## config.mk

```make
export PLATFORM = sky130hd
export DESIGN_NAME = trap_ctl
export DESIGN_NICKNAME = d
export VERILOG_FILES = /design/src/rtl/trap_pkg.sv /design/src/rtl/trap_prio.sv /design/src/rtl/trap_route.sv /design/src/rtl/trap_ctl.sv
export SDC_FILE = /design/constraint.sdc
export NUM_CORES = 1
export LEC_CHECK = 0
export BUFFER_PORTS_ARGS = -buffer_cell sky130_fd_sc_hd__buf_2
export CAP_MARGIN = 20
export CORE_MARGIN = 2
export CORE_UTILIZATION = 45
export DETAILED_ROUTE_END_ITERATION = 8
export PLACE_DENSITY = 0.71
export SYNTH_ARGS = -nofsm -noshare
export SYNTH_HDL_FRONTEND = slang
export SYNTH_SLANG_ARGS = --single-unit
```

## constraint.sdc

```tcl
create_clock -name clk -period 3.91 [get_ports clk]
set_input_delay 0.391 -clock clk [delete_from_list [all_inputs] [get_ports clk]]
set_output_delay 0.391 -clock clk [all_outputs]
set_load 0.02 [all_outputs]
```

## src/rtl/trap_pkg.sv

```systemverilog
package trap_pkg;
   typedef enum logic [1:0] {
      PRV_U = 2'b00,
      PRV_S = 2'b01,
      PRV_M = 2'b11
   } prv_e;

   typedef enum logic [2:0] {
      REG_STATUS = 3'd0,
      REG_DELEG  = 3'd1,
      REG_MVEC   = 3'd2,
      REG_MEPC   = 3'd3,
      REG_MCAUSE = 3'd4,
      REG_SVEC   = 3'd5,
      REG_SEPC   = 3'd6,
      REG_SCAUSE = 3'd7
   } reg_idx_e;

   // environment-call slot in the flag vector and its per-mode codes
   localparam int unsigned ECALL_SLOT = 8;
   localparam int unsigned ECODE_U    = 8;
   localparam int unsigned ECODE_S    = 9;
   localparam int unsigned ECODE_M    = 11;

   // synchronous priority list, highest first
   localparam int unsigned NPRI = 12;
   localparam int unsigned SYNC_ORDER [NPRI] = '{3, 0, 1, 12, 2, 8, 4, 6, 13, 15, 5, 7};

   localparam logic [15:0] SYNC_VALID = 16'hB0FF;
   localparam logic [11:0] IRQ_VALID  = 12'hBBB;
endpackage

```

## src/rtl/trap_prio.sv

```systemverilog
module trap_prio
   import trap_pkg::*;
#(
   parameter int unsigned NEXC = 16,
   parameter int unsigned NIRQ = 12,
   parameter int unsigned CW   = 4
) (
   input  logic [NEXC-1:0] exc_i,
   input  logic            ecall_i,
   input  logic [1:0]      priv_i,
   input  logic [NIRQ-1:0] irq_i,
   output logic            take_o,
   output logic            irq_o,
   output logic [CW-1:0]   code_o
);
   if (NEXC != 16) begin : g_bad_nexc
      $error("trap_prio: NEXC must be 16");
   end
   if (NIRQ != 12) begin : g_bad_nirq
      $error("trap_prio: NIRQ must be 12");
   end
   if (CW < 4) begin : g_bad_cw
      $error("trap_prio: CW must hold code 15");
   end

   logic [NEXC-1:0] exc_eff;
   logic [NIRQ-1:0] irq_eff;
   logic            sync_hit;
   logic [CW-1:0]   scode;
   logic [CW-1:0]   icode;

   always_comb begin
      exc_eff             = exc_i & SYNC_VALID;
      exc_eff[ECALL_SLOT] = ecall_i;
      sync_hit            = 1'b0;
      scode               = '0;
      // walk from lowest priority up so the highest hit is kept
      for (int k = NPRI - 1; k >= 0; k--) begin
         if (exc_eff[SYNC_ORDER[k]]) begin
            sync_hit = 1'b1;
            scode    = CW'(SYNC_ORDER[k]);
         end
      end
      if (sync_hit && (scode == CW'(ECALL_SLOT))) begin
         unique case (priv_i)
            PRV_U:   scode = CW'(ECODE_U);
            PRV_S:   scode = CW'(ECODE_S);
            default: scode = CW'(ECODE_M);
         endcase
      end
   end

   always_comb begin
      irq_eff = irq_i & IRQ_VALID;
      icode   = '0;
      for (int i = 0; i < NIRQ; i++) begin
         if (irq_eff[i]) icode = CW'(i);
      end
   end

   assign take_o = sync_hit | (|irq_eff);
   assign irq_o  = !sync_hit && (|irq_eff);
   assign code_o = sync_hit ? scode : icode;
endmodule

```

## src/rtl/trap_route.sv

```systemverilog
module trap_route
   import trap_pkg::*;
#(
   parameter int unsigned XLEN     = 32,
   parameter int unsigned NEXC     = 16,
   parameter int unsigned CW       = 4,
   parameter bit          DELEG_EN = 1'b1
) (
   input  logic            take_i,
   input  logic            irq_i,
   input  logic [CW-1:0]   code_i,
   input  logic [1:0]      priv_i,
   input  logic [NEXC-1:0] deleg_i,
   input  logic [XLEN-1:0] mvec_i,
   input  logic [XLEN-1:0] svec_i,
   output logic            to_s_o,
   output logic [XLEN-1:0] vec_o
);
   if ((1 << CW) > NEXC) begin : g_bad_cw
      $error("trap_route: code range exceeds delegation mask");
   end

   if (DELEG_EN) begin : g_deleg
      // machine-mode traps never move down; interrupts never delegate
      assign to_s_o = take_i && !irq_i && (priv_i != PRV_M) && deleg_i[code_i];
   end else begin : g_no_deleg
      logic unused_deleg;
      assign unused_deleg = ^{irq_i, code_i, priv_i, deleg_i};
      assign to_s_o       = 1'b0;
   end

   assign vec_o = to_s_o ? svec_i : mvec_i;
endmodule

```

## src/rtl/trap_ctl.sv

```systemverilog
module trap_ctl
   import trap_pkg::*;
#(
   parameter int unsigned XLEN = 32,
   parameter int unsigned NEXC = 16,
   parameter int unsigned NIRQ = 12,
   parameter int unsigned CW   = 4
) (
   input  logic            clk,
   input  logic            rst_n,
   input  logic [NEXC-1:0] exc_i,
   input  logic            ecall_i,
   input  logic [NIRQ-1:0] irq_i,
   input  logic [XLEN-1:0] pc_i,
   input  logic            mret_i,
   input  logic            sret_i,
   input  logic            csr_we_i,
   input  logic [2:0]      csr_idx_i,
   input  logic [XLEN-1:0] csr_wdata_i,
   output logic            trap_o,
   output logic            trap_s_o,
   output logic            redirect_o,
   output logic [XLEN-1:0] target_pc_o,
   output logic [1:0]      priv_o,
   output logic [XLEN-1:0] mcause_o,
   output logic [XLEN-1:0] mepc_o,
   output logic [XLEN-1:0] scause_o,
   output logic [XLEN-1:0] sepc_o,
   output logic [1:0]      mpp_o,
   output logic            spp_o
);
   if (!(XLEN == 32 || XLEN == 64)) begin : g_bad_xlen
      $error("trap_ctl: XLEN must be 32 or 64");
   end

   localparam int unsigned PADW = XLEN - 1 - CW;

   logic            take, is_irq, to_s;
   logic [CW-1:0]   code;
   logic [XLEN-1:0] vec, cause;
   logic [1:0]      priv_q, mpp_q;
   logic            spp_q;
   logic [NEXC-1:0] deleg_q;
   logic [XLEN-1:0] mvec_q, svec_q, mepc_q, sepc_q, mcause_q, scause_q;
   logic [1:0]      wr_mpp;

   trap_prio #(.NEXC(NEXC), .NIRQ(NIRQ), .CW(CW)) u_prio (
      .exc_i   (exc_i),
      .ecall_i (ecall_i),
      .priv_i  (priv_q),
      .irq_i   (irq_i),
      .take_o  (take),
      .irq_o   (is_irq),
      .code_o  (code)
   );

   trap_route #(.XLEN(XLEN), .NEXC(NEXC), .CW(CW), .DELEG_EN(1'b1)) u_route (
      .take_i  (take),
      .irq_i   (is_irq),
      .code_i  (code),
      .priv_i  (priv_q),
      .deleg_i (deleg_q),
      .mvec_i  (mvec_q),
      .svec_i  (svec_q),
      .to_s_o  (to_s),
      .vec_o   (vec)
   );

   // interrupt flag lands on the top bit for either width
   assign cause  = {is_irq, {PADW{1'b0}}, code};
   assign wr_mpp = (csr_wdata_i[12:11] == 2'b10) ? 2'b00 : csr_wdata_i[12:11];

   always_ff @(posedge clk) begin
      if (!rst_n) begin
         priv_q   <= PRV_M;
         mpp_q    <= PRV_U;
         spp_q    <= 1'b0;
         deleg_q  <= '0;
         mvec_q   <= '0;
         svec_q   <= '0;
         mepc_q   <= '0;
         sepc_q   <= '0;
         mcause_q <= '0;
         scause_q <= '0;
      end else begin
         if (csr_we_i) begin
            unique case (csr_idx_i)
               REG_STATUS: begin
                  mpp_q <= wr_mpp;
                  spp_q <= csr_wdata_i[8];
               end
               REG_DELEG:  deleg_q  <= csr_wdata_i[NEXC-1:0];
               REG_MVEC:   mvec_q   <= {csr_wdata_i[XLEN-1:2], 2'b00};
               REG_MEPC:   mepc_q   <= csr_wdata_i;
               REG_MCAUSE: mcause_q <= csr_wdata_i;
               REG_SVEC:   svec_q   <= {csr_wdata_i[XLEN-1:2], 2'b00};
               REG_SEPC:   sepc_q   <= csr_wdata_i;
               default:    scause_q <= csr_wdata_i;
            endcase
         end
         // trap and return updates come last so they override the write
         if (take) begin
            if (to_s) begin
               scause_q <= cause;
               sepc_q   <= pc_i;
               spp_q    <= priv_q[0];
               priv_q   <= PRV_S;
            end else begin
               mcause_q <= cause;
               mepc_q   <= pc_i;
               mpp_q    <= priv_q;
               priv_q   <= PRV_M;
            end
         end else if (mret_i) begin
            priv_q <= mpp_q;
            mpp_q  <= PRV_U;
         end else if (sret_i) begin
            priv_q <= {1'b0, spp_q};
            spp_q  <= 1'b0;
         end
      end
   end

   assign trap_o      = take;
   assign trap_s_o    = to_s;
   assign redirect_o  = take | mret_i | sret_i;
   assign target_pc_o = take   ? vec    :
                        mret_i ? mepc_q :
                        sret_i ? sepc_q : '0;
   assign priv_o      = priv_q;
   assign mcause_o    = mcause_q;
   assign mepc_o      = mepc_q;
   assign scause_o    = scause_q;
   assign sepc_o      = sepc_q;
   assign mpp_o       = mpp_q;
   assign spp_o       = spp_q;

   AST_M_NOT_DELEGATED: assert property (@(posedge clk) disable iff (!rst_n)
      (trap_o && priv_o == PRV_M) |-> !trap_s_o) else $error("machine trap delegated");
   AST_IRQ_TO_MACHINE: assert property (@(posedge clk) disable iff (!rst_n)
      (take && is_irq) |-> !trap_s_o) else $error("interrupt delegated");
   AST_IRQ_FLAG_MSB: assert property (@(posedge clk) disable iff (!rst_n)
      (take && is_irq) |=> mcause_o[XLEN-1]) else $error("interrupt flag missing");
   AST_MTRAP_PRIV: assert property (@(posedge clk) disable iff (!rst_n)
      (trap_o && !trap_s_o) |=> (priv_o == PRV_M && mepc_o == $past(pc_i))) else $error("machine trap state");
   AST_STRAP_PRIV: assert property (@(posedge clk) disable iff (!rst_n)
      (trap_o && trap_s_o) |=> (priv_o == PRV_S && sepc_o == $past(pc_i))) else $error("supervisor trap state");
   AST_MRET_RESTORE: assert property (@(posedge clk) disable iff (!rst_n)
      (mret_i && !trap_o) |=> (priv_o == $past(mpp_o) && mpp_o == PRV_U)) else $error("machine return");
   AST_SRET_RESTORE: assert property (@(posedge clk) disable iff (!rst_n)
      (sret_i && !mret_i && !trap_o) |=> (priv_o == {1'b0, $past(spp_o)} && !spp_o)) else $error("supervisor return");
   AST_MPP_LEGAL: assert property (@(posedge clk) disable iff (!rst_n)
      mpp_o != 2'b10) else $error("illegal saved privilege");
endmodule

```

==> results of run 1 <==
cell type report:
type	count	area share [%]
timing repair buffer	308	15.8
inverter	11	0.414
antenna	1	0.0212
tap	270	2.87
sequential	208	35.3
clock inverter	5	0.244
clock buffer	33	5.54
multi-input combinational	843	39.7
placed cells by master (no fill, tap or decap), drive strengths merged, types with 2 or more instances in the layout:
master | Yosys | final
a22o | 2 | 2
a311oi | 3 | 3
a211oi | 71 | 71
nand2 | 310 | 310
dfxtp | 208 | 208
o311ai | 2 | 2
a22oi | 30 | 30
o31ai | 3 | 3
and2 | 3 | 3
nand3 | 66 | 66
or2 | 4 | 4
nor2 | 47 | 47
and3 | 7 | 7
or3 | 5 | 5
o21ai | 6 | 6
a21oi | 143 | 143
clkbuf | 71 | 37
a31oi | 2 | 2
inv | 11 | 10
a221oi | 2 | 2
nor3 | 42 | 42
clkinv | 0 | 6
buf | 26 | 304
nand4b | 2 | 2
mux2i | 74 | 74
nor4 | 2 | 2
nor3b | 2 | 2
nor2b | 3 | 3
and4 | 2 | 2
final timing paths:
kind                            cells past startpoint               to    startpoint  slack, ns
worst max register to register                     13      mcause_o[0]     priv_o[1]       0.82
worst min-delay path                                2        priv_o[0]         rst_n       0.17
worst max-delay path                               16  target_pc_o[31]      exc_i[5]       0.13
worst min register to register                      2     scause_o[15]  scause_o[15]       0.45
power by group:
group	switching, µW	internal, µW	leakage, µW	total (µW)
registers	35.1	2170	0.00169	2210
clock network	846	1150	0.000339	2000
logic	283	156	0.00317	439
total	1160	3480	0.00520	4640
per-stage QoR:
step | setup WS, ns | hold slack, ns | TNS, ns
6_report | 0.134 | 0.166 | 0
5_1_grt | -0.0255 | 0.165 | -0.177
4_1_cts | 0.0704 | 0.151 | 0
3_5_place_dp | 0.0398 | 0.443 | 0
3_3_place_gp | 0.0847 | 0.439 | 0
2_1_floorplan | 0.0935 | 0.432 | 0
cells by family (layout without fill, tap and decap cells):
group / count (synthesis) / in the layout / synth area share [%]
simple gates: 497 / 497 / 23.0
compound gates: 271 / 271 / 18.7
flops: 208 / 208 / 45.4
buf+inv: 108 / 357 / 4.65
mux: 75 / 75 / 8.20
other cells: 0 / 1 / 0
registers in the layout (all words and copies together), names as in the netlist:
register	cells
svec_q	30
spp_o	1
mcause_o	32
mepc_o	32
scause_o	32
mpp_o	2
deleg_q	15
sepc_o	32
priv_o	2
mvec_q	30
timing repair:
item | in CTS | in global routing
gates resized for setup | 0 | 25
setup endpoints to repair | 0 | 31
setup buffers | 0 | 7
metal layers:
metal	up-vias	global-route usage, %
met4	0	7.09
met1	4517	39.6
met2	497	45.6
li1	4513	-
met5	-	0
met3	47	5.00
==> impl_metrics.env, run 1 <==
export IMPL_area_growth_pct=28.6
export IMPL_cts_sinks=208
export IMPL_cpMostUsedCell="buf_6"
export IMPL_hold_path_class="primary input to flop"
export IMPL_synth_top_cell_area_share_pct=45.4
export IMPL_grt_pass1_wl_mm=49.0
export IMPL_postCtsHoldBufs=0
export IMPL_chipHeight_um=147
export IMPL_cp_required_ns=3.52
export IMPL_final_seq_area_mm2=0.00416
export IMPL_synth_distinct_cells=45
export IMPL_nets=1496
export IMPL_ys_top_cells_by_count="309 x nand2_1, 208 x dfxtp_1, 143 x a21oi_1, 74 x mux2i_1"
export IMPL_cts_tree="yes"
export IMPL_met2_length_mm=14.8
export IMPL_ios=269
export IMPL_finalInstanceArea_mm2=0.0118
export IMPL_seq_area_frac_synth_pct=45.4
export IMPL_syn_num_nets=1260
export IMPL_wl_mm=32.6
export IMPL_synth_edf_count=0
export IMPL_dp_final_hpwl_mm=20.7
export IMPL_dr_max_layer_used="met4"
export IMPL_worst_setup_path_end_kind="output pin"
export IMPL_drv_cap=0
export IMPL_firstDrtPassIters=6
export IMPL_grt_max_degree=81
export IMPL_drive_gt1_share_pct=26.1
export IMPL_num_rows=52
export IMPL_crit_family="simple AND/OR/NAND/NOR gates"
export IMPL_dieArea_mm2=0.0215
export IMPL_grt_antenna_before_repair=1
export IMPL_drc=0
export IMPL_route_met3_wl_mm=3.21
export IMPL_p_leak_uw=0.00520
export IMPL_ys_seq_elements=208
export IMPL_grt_pass1_vias=8698
export IMPL_dp_cells=1629
export IMPL_cts_root_buf="clkbuf_16"
export IMPL_clock_path_buffers=3
export IMPL_synth_most_common_cell="nand2_1"
export IMPL_cp_max_fo=13
export IMPL_die_w_um=147
export IMPL_fmax_mhz=265
export IMPL_power_total_uw=4640
export IMPL_syn_area_mm2=0.00917
export IMPL_insertion_delay_ns=0.50
export IMPL_irDropWorstVdd_mv=0.342
export IMPL_cp_num_buf_inv=7
export IMPL_clk_pin_slew_ns=0.06
export IMPL_h_tree_depth=1
export IMPL_first_iter_violations=770
export IMPL_synthTopCellsByArea="dfxtp_1 45%, nand2_1 13%, mux2i_1 8.1%"
export IMPL_crit_chain="buf_2, or4_4, nor4_4, buf_6, inv_2, o22ai_4, o21ai_2, a2111oi_4, o32ai_2, o311ai_4, buf_6, inv_6, buf_12, nand2_1, nand3_2, buf_6"
export IMPL_ys_flop_type="dfxtp_1"
export IMPL_avgViaCountPerCell=5.70
export IMPL_portBuffers=260
export IMPL_path_class="primary input to output pin"
export IMPL_stdcell_count=1679
export IMPL_synth_cells=1159
export IMPL_period_share_pct=96.6
export IMPL_syn_area_per_cell_um2=7.91
export IMPL_cp_start_kind="primary input"
export IMPL_min_period_ns=3.78
export IMPL_crit_slowest_cell="or4_4"
export IMPL_cpPeakStageDelay_ns=0.55
export IMPL_met1_length_mm=13.9
export IMPL_grt_overflow=0
export IMPL_cts_inserted_buffers=23
export IMPL_start_util_pct=45.6
export IMPL_synth_top_cell_by_area="dfxtp_1"
export IMPL_relSlewSlack_pct=27.9
export IMPL_coreArea_mm2=0.0201
export IMPL_routabilityCongestion=0.877
export IMPL_worst_ep_arrival_time_ns=3.39
export IMPL_placed_cell_area_mm2=0.0108
export IMPL_yosysWarnings=0
export IMPL_final_max_slew_violation_count=0
export IMPL_fin_util_pct=58.6
export IMPL_synthArstFlopShare_pct=0
export IMPL_hold_viol_final=0
export IMPL_worst_slew_pin_transition_ns=1.08
export IMPL_setup_viol=0
export IMPL_status="finished clean"
export IMPL_vias=9574
export IMPL_fin_skew_ns=0.00834
export IMPL_pwr_density_cell_mw_per_mm2=394
export IMPL_grt_total_usage_pct=28.3
export IMPL_ant_nets=0
export IMPL_fillCellCount=1854
export IMPL_wl_per_cell_um=19.4
export IMPL_multi_input_area_mm2=0.00468
(Power assumes the default switching activity.)
==> run 2, diff against run 1 <==
--- a/config.mk
+++ b/config.mk
@@ -5,12 +5,13 @@
 export SDC_FILE = /design/constraint.sdc
 export NUM_CORES = 1
 export LEC_CHECK = 0
+export ABC_AREA = 1
 export BUFFER_PORTS_ARGS = -buffer_cell sky130_fd_sc_hd__buf_2
 export CAP_MARGIN = 20
 export CORE_MARGIN = 2
 export CORE_UTILIZATION = 45
 export DETAILED_ROUTE_END_ITERATION = 8
-export PLACE_DENSITY = 0.71
+export PLACE_DENSITY = 0.7
 export SYNTH_ARGS = -nofsm -noshare
 export SYNTH_HDL_FRONTEND = slang
 export SYNTH_SLANG_ARGS = --single-unit
==> run 2 against run 1 <==
Design area grew 4.7%. Largest power group is now clock. Non-clock buffer count decreased by 26. Register-to-register slack improved by 0.47 ns. Worst hold slack got worse by 0.060 ns. Synthesized cell count rose by 26%. Routed wire length hardly changed. Combinational power is 22% higher. Clock power rose by 17%. Maximum frequency grew 11%. Sequential share of layout area down 1.4 points.
==> impl_metrics.env, run 2 <==
export IMPL_cpMostUsedCell="nand3_1"
export IMPL_path_class="flop to output pin"
export IMPL_postCtsHoldBufs=0
export IMPL_sw_frac_of_total_pct=25.8
export IMPL_num_rows=54
export IMPL_cts_tree="yes"
export IMPL_nets=1769
export IMPL_ys_flop_type="dfxtp_1"
export IMPL_multi_input_area_mm2=0.00496
export IMPL_rsz0062_at_grt="false"
export IMPL_status="finished clean"
export IMPL_routabilityCongestion=0.865
export IMPL_synth_top_cell_by_area="dfxtp_1"
export IMPL_synth_edf_count=0
export IMPL_worst_setup_path_end_kind="output pin"
export IMPL_dp_final_hpwl_mm=22.1
export IMPL_fillCellCount=2089
export IMPL_seq_area_frac_synth_pct=41.6
export IMPL_cp_required_ns=3.52
export IMPL_clock_path_buffers=3
export IMPL_crit_family="simple AND/OR/NAND/NOR gates"
export IMPL_cts_inserted_buffers=24
export IMPL_grt_pass1_wl_mm=51.2
export IMPL_grt_overflow=0
export IMPL_drc=0
export IMPL_h_tree_depth=1
export IMPL_grt_total_usage_pct=26.5
export IMPL_p_leak_uw=0.00658
export IMPL_hold_path_class="primary input to flop"
export IMPL_p_seq_share_pct=43.8
export IMPL_vias=10400
export IMPL_irDropWorstVdd_mv=0.282
export IMPL_crit_slowest_cell="dfxtp_1"
export IMPL_die_w_um=153
export IMPL_area_growth_pct=22.8
export IMPL_ys_top_cells_by_count="372 x nand2_1, 209 x dfxtp_1, 185 x nor2_1, 175 x o21ai_0, 126 x inv_1"
export IMPL_cts_sinks=209
export IMPL_cp_max_fo=30
export IMPL_wl_mm=32.6
export IMPL_dpl_worst_slack_ns=0.534
export IMPL_grt_antenna_before_repair=2
export IMPL_synth_cells=1459
export IMPL_worst_ep_arrival_time_ns=3.02
export IMPL_p_clk_share_pct=45.8
export IMPL_min_period_ns=3.41
export IMPL_avgViaCountPerCell=5.29
export IMPL_grt_max_degree=81
export IMPL_chipHeight_um=153
export IMPL_synth_distinct_cells=38
export IMPL_synth_most_common_cell="nand2_1"
export IMPL_crit_chain="inv_1, nand2_1, nand4_1, nand2_2, nand2_4, nand2_1, nand3_1, nand3_1, nand3_1, nand3_4, nand2_4, inv_4, buf_12, nand2_1, nand3_1, buf_2"
export IMPL_firstDrtPassIters=6
export IMPL_syn_num_nets=1560
export IMPL_synth_top_cell_area_share_pct=41.6
export IMPL_cp_start_kind="flop"
export IMPL_hold_viol_final=0
export IMPL_drive_gt1_share_pct=22.2
export IMPL_dieArea_mm2=0.0235
export IMPL_relSlewSlack_pct=32.2
export IMPL_mostFrequentLayoutCells="370 x nand2_1, 259 x buf_2, 209 x dfxtp_1"
export IMPL_final_seq_area_mm2=0.00418
export IMPL_yosysWarnings=0
export IMPL_cp_num_buf_inv=4
export IMPL_hold_ws_ns=0.106
export IMPL_setup_ws_ns=0.496
export IMPL_setup_viol=0
export IMPL_post_cts_setup_buffer_count=0
export IMPL_coreArea_mm2=0.0219
export IMPL_grt_pass1_vias=9640
export IMPL_finalInstanceArea_mm2=0.0123
export IMPL_insertion_delay_ns=0.52
export IMPL_start_util_pct=45.9
export IMPL_drv_cap=0
export IMPL_ys_seq_elements=209
export IMPL_pwr_density_cell_mw_per_mm2=415
export IMPL_syn_area_mm2=0.0100
export IMPL_fmax_mhz=293
export IMPL_cpPeakStageDelay_ns=0.39
export IMPL_final_common_cell="nand2_1"
export IMPL_final_max_slew_violation_count=0
export IMPL_reg2reg_slack_ns=1.29
export IMPL_p_switching_uw=1320
export IMPL_fin_skew_ns=0.00910
export IMPL_post_cts_resized=0
export IMPL_setup_tns_ns=0
export IMPL_first_iter_violations=716
export IMPL_power_frac_comb_pct=10.4
export IMPL_portBuffers=260
export IMPL_ios=269
export IMPL_ant_nets=0
export IMPL_syn_area_per_cell_um2=6.89
export IMPL_worst_slew_pin_transition_ns=1.02
export IMPL_synthArstFlopShare_pct=0
export IMPL_period_share_pct=87.3
export IMPL_placed_cell_area_mm2=0.0115
export IMPL_synthTopCellsByArea="dfxtp_1 42%, nand2_1 14%, o21ai_0 8.7%"
export IMPL_wl_per_cell_um=16.6
export IMPL_p_int_uw=3800
export IMPL_cts_root_buf="clkbuf_16"
export IMPL_clk_pin_slew_ns=0.06
==> run 2: changes by cell type after synthesis, sizes merged, moves of 5 or more <==
cell,previous run,this run
o21ai,6,176
nor2,47,190
inv,11,132
a211oi,71,0
nand2,310,378
a21oi,143,83
mux2i,74,27
a22oi,30,0
nand3b,0,26
o2111ai,0,24
nor3,42,28
and3,7,0
buf,26,31
or3,5,0
==> run 2: worst paths after layout <==
kind / cells past startpoint / end / from
max: 16 / target_pc_o[6] / priv_o[0]
min: 3 / sepc_o[9] / pc_i[9]
max reg2reg: 16 / mepc_o[29] / priv_o[0]
min reg2reg: 2 / svec_q[23] / svec_q[23]
==> run 2: kinds of logic after synthesis <==
kind of cell	Yosys count	synth area share (%)
simple gates	691	29.9
compound gates	300	16.4
buf+inv	232	9.40
flops	209	41.6
mux	27	2.69
==> run 2: power by group through the flow <==
stage               registers [µW]  clock network (µW)  logic, µW
floorplan                     2340                   0        270
global route                  2250                2460        591
global placement              2290                   0        520
detailed placement            2290                   0        528
finish                        2240                2340        534
CTS                           2240                2370        532
==> run 2: layout make-up <==
cell class / count / share of cell area (%)
Inverter: 133 / 4.07
Clock inverter: 12 / 1.25
Clock buffer: 32 / 5.52
Timing Repair Buffer: 282 / 12.2
Antenna cell: 1 / 0.0203
Sequential cell: 209 / 33.9
Tap cell: 280 / 2.84
Multi-Input combinational cell: 1018 / 40.2
==> run 2: routing by layer <==
metal  GRT usage (%)  wire length (µm)
met1            34.3             13800
met2            44.4             15400
met3            5.84              2480
met4            7.82               875
met5               0                13
==> run 2: through the flow <==
step | power (µW) | utilization, % | instances
6_report | 5120 | 56.4 | 1967
5_1_grt | 5300 | 56.4 | 1967
4_1_cts | 5150 | 56.4 | 1966
3_5_place_dp | 2820 | 52.5 | 1922
3_3_place_gp | 2810 | 52.5 | 1922
2_1_floorplan | 2610 | - | 1459
==> run 2: tightest hold or removal path, stage by stage <==
cell and delay, ns:
buf_2 0.08, nor2_1 0.04, nor2_1 0.08
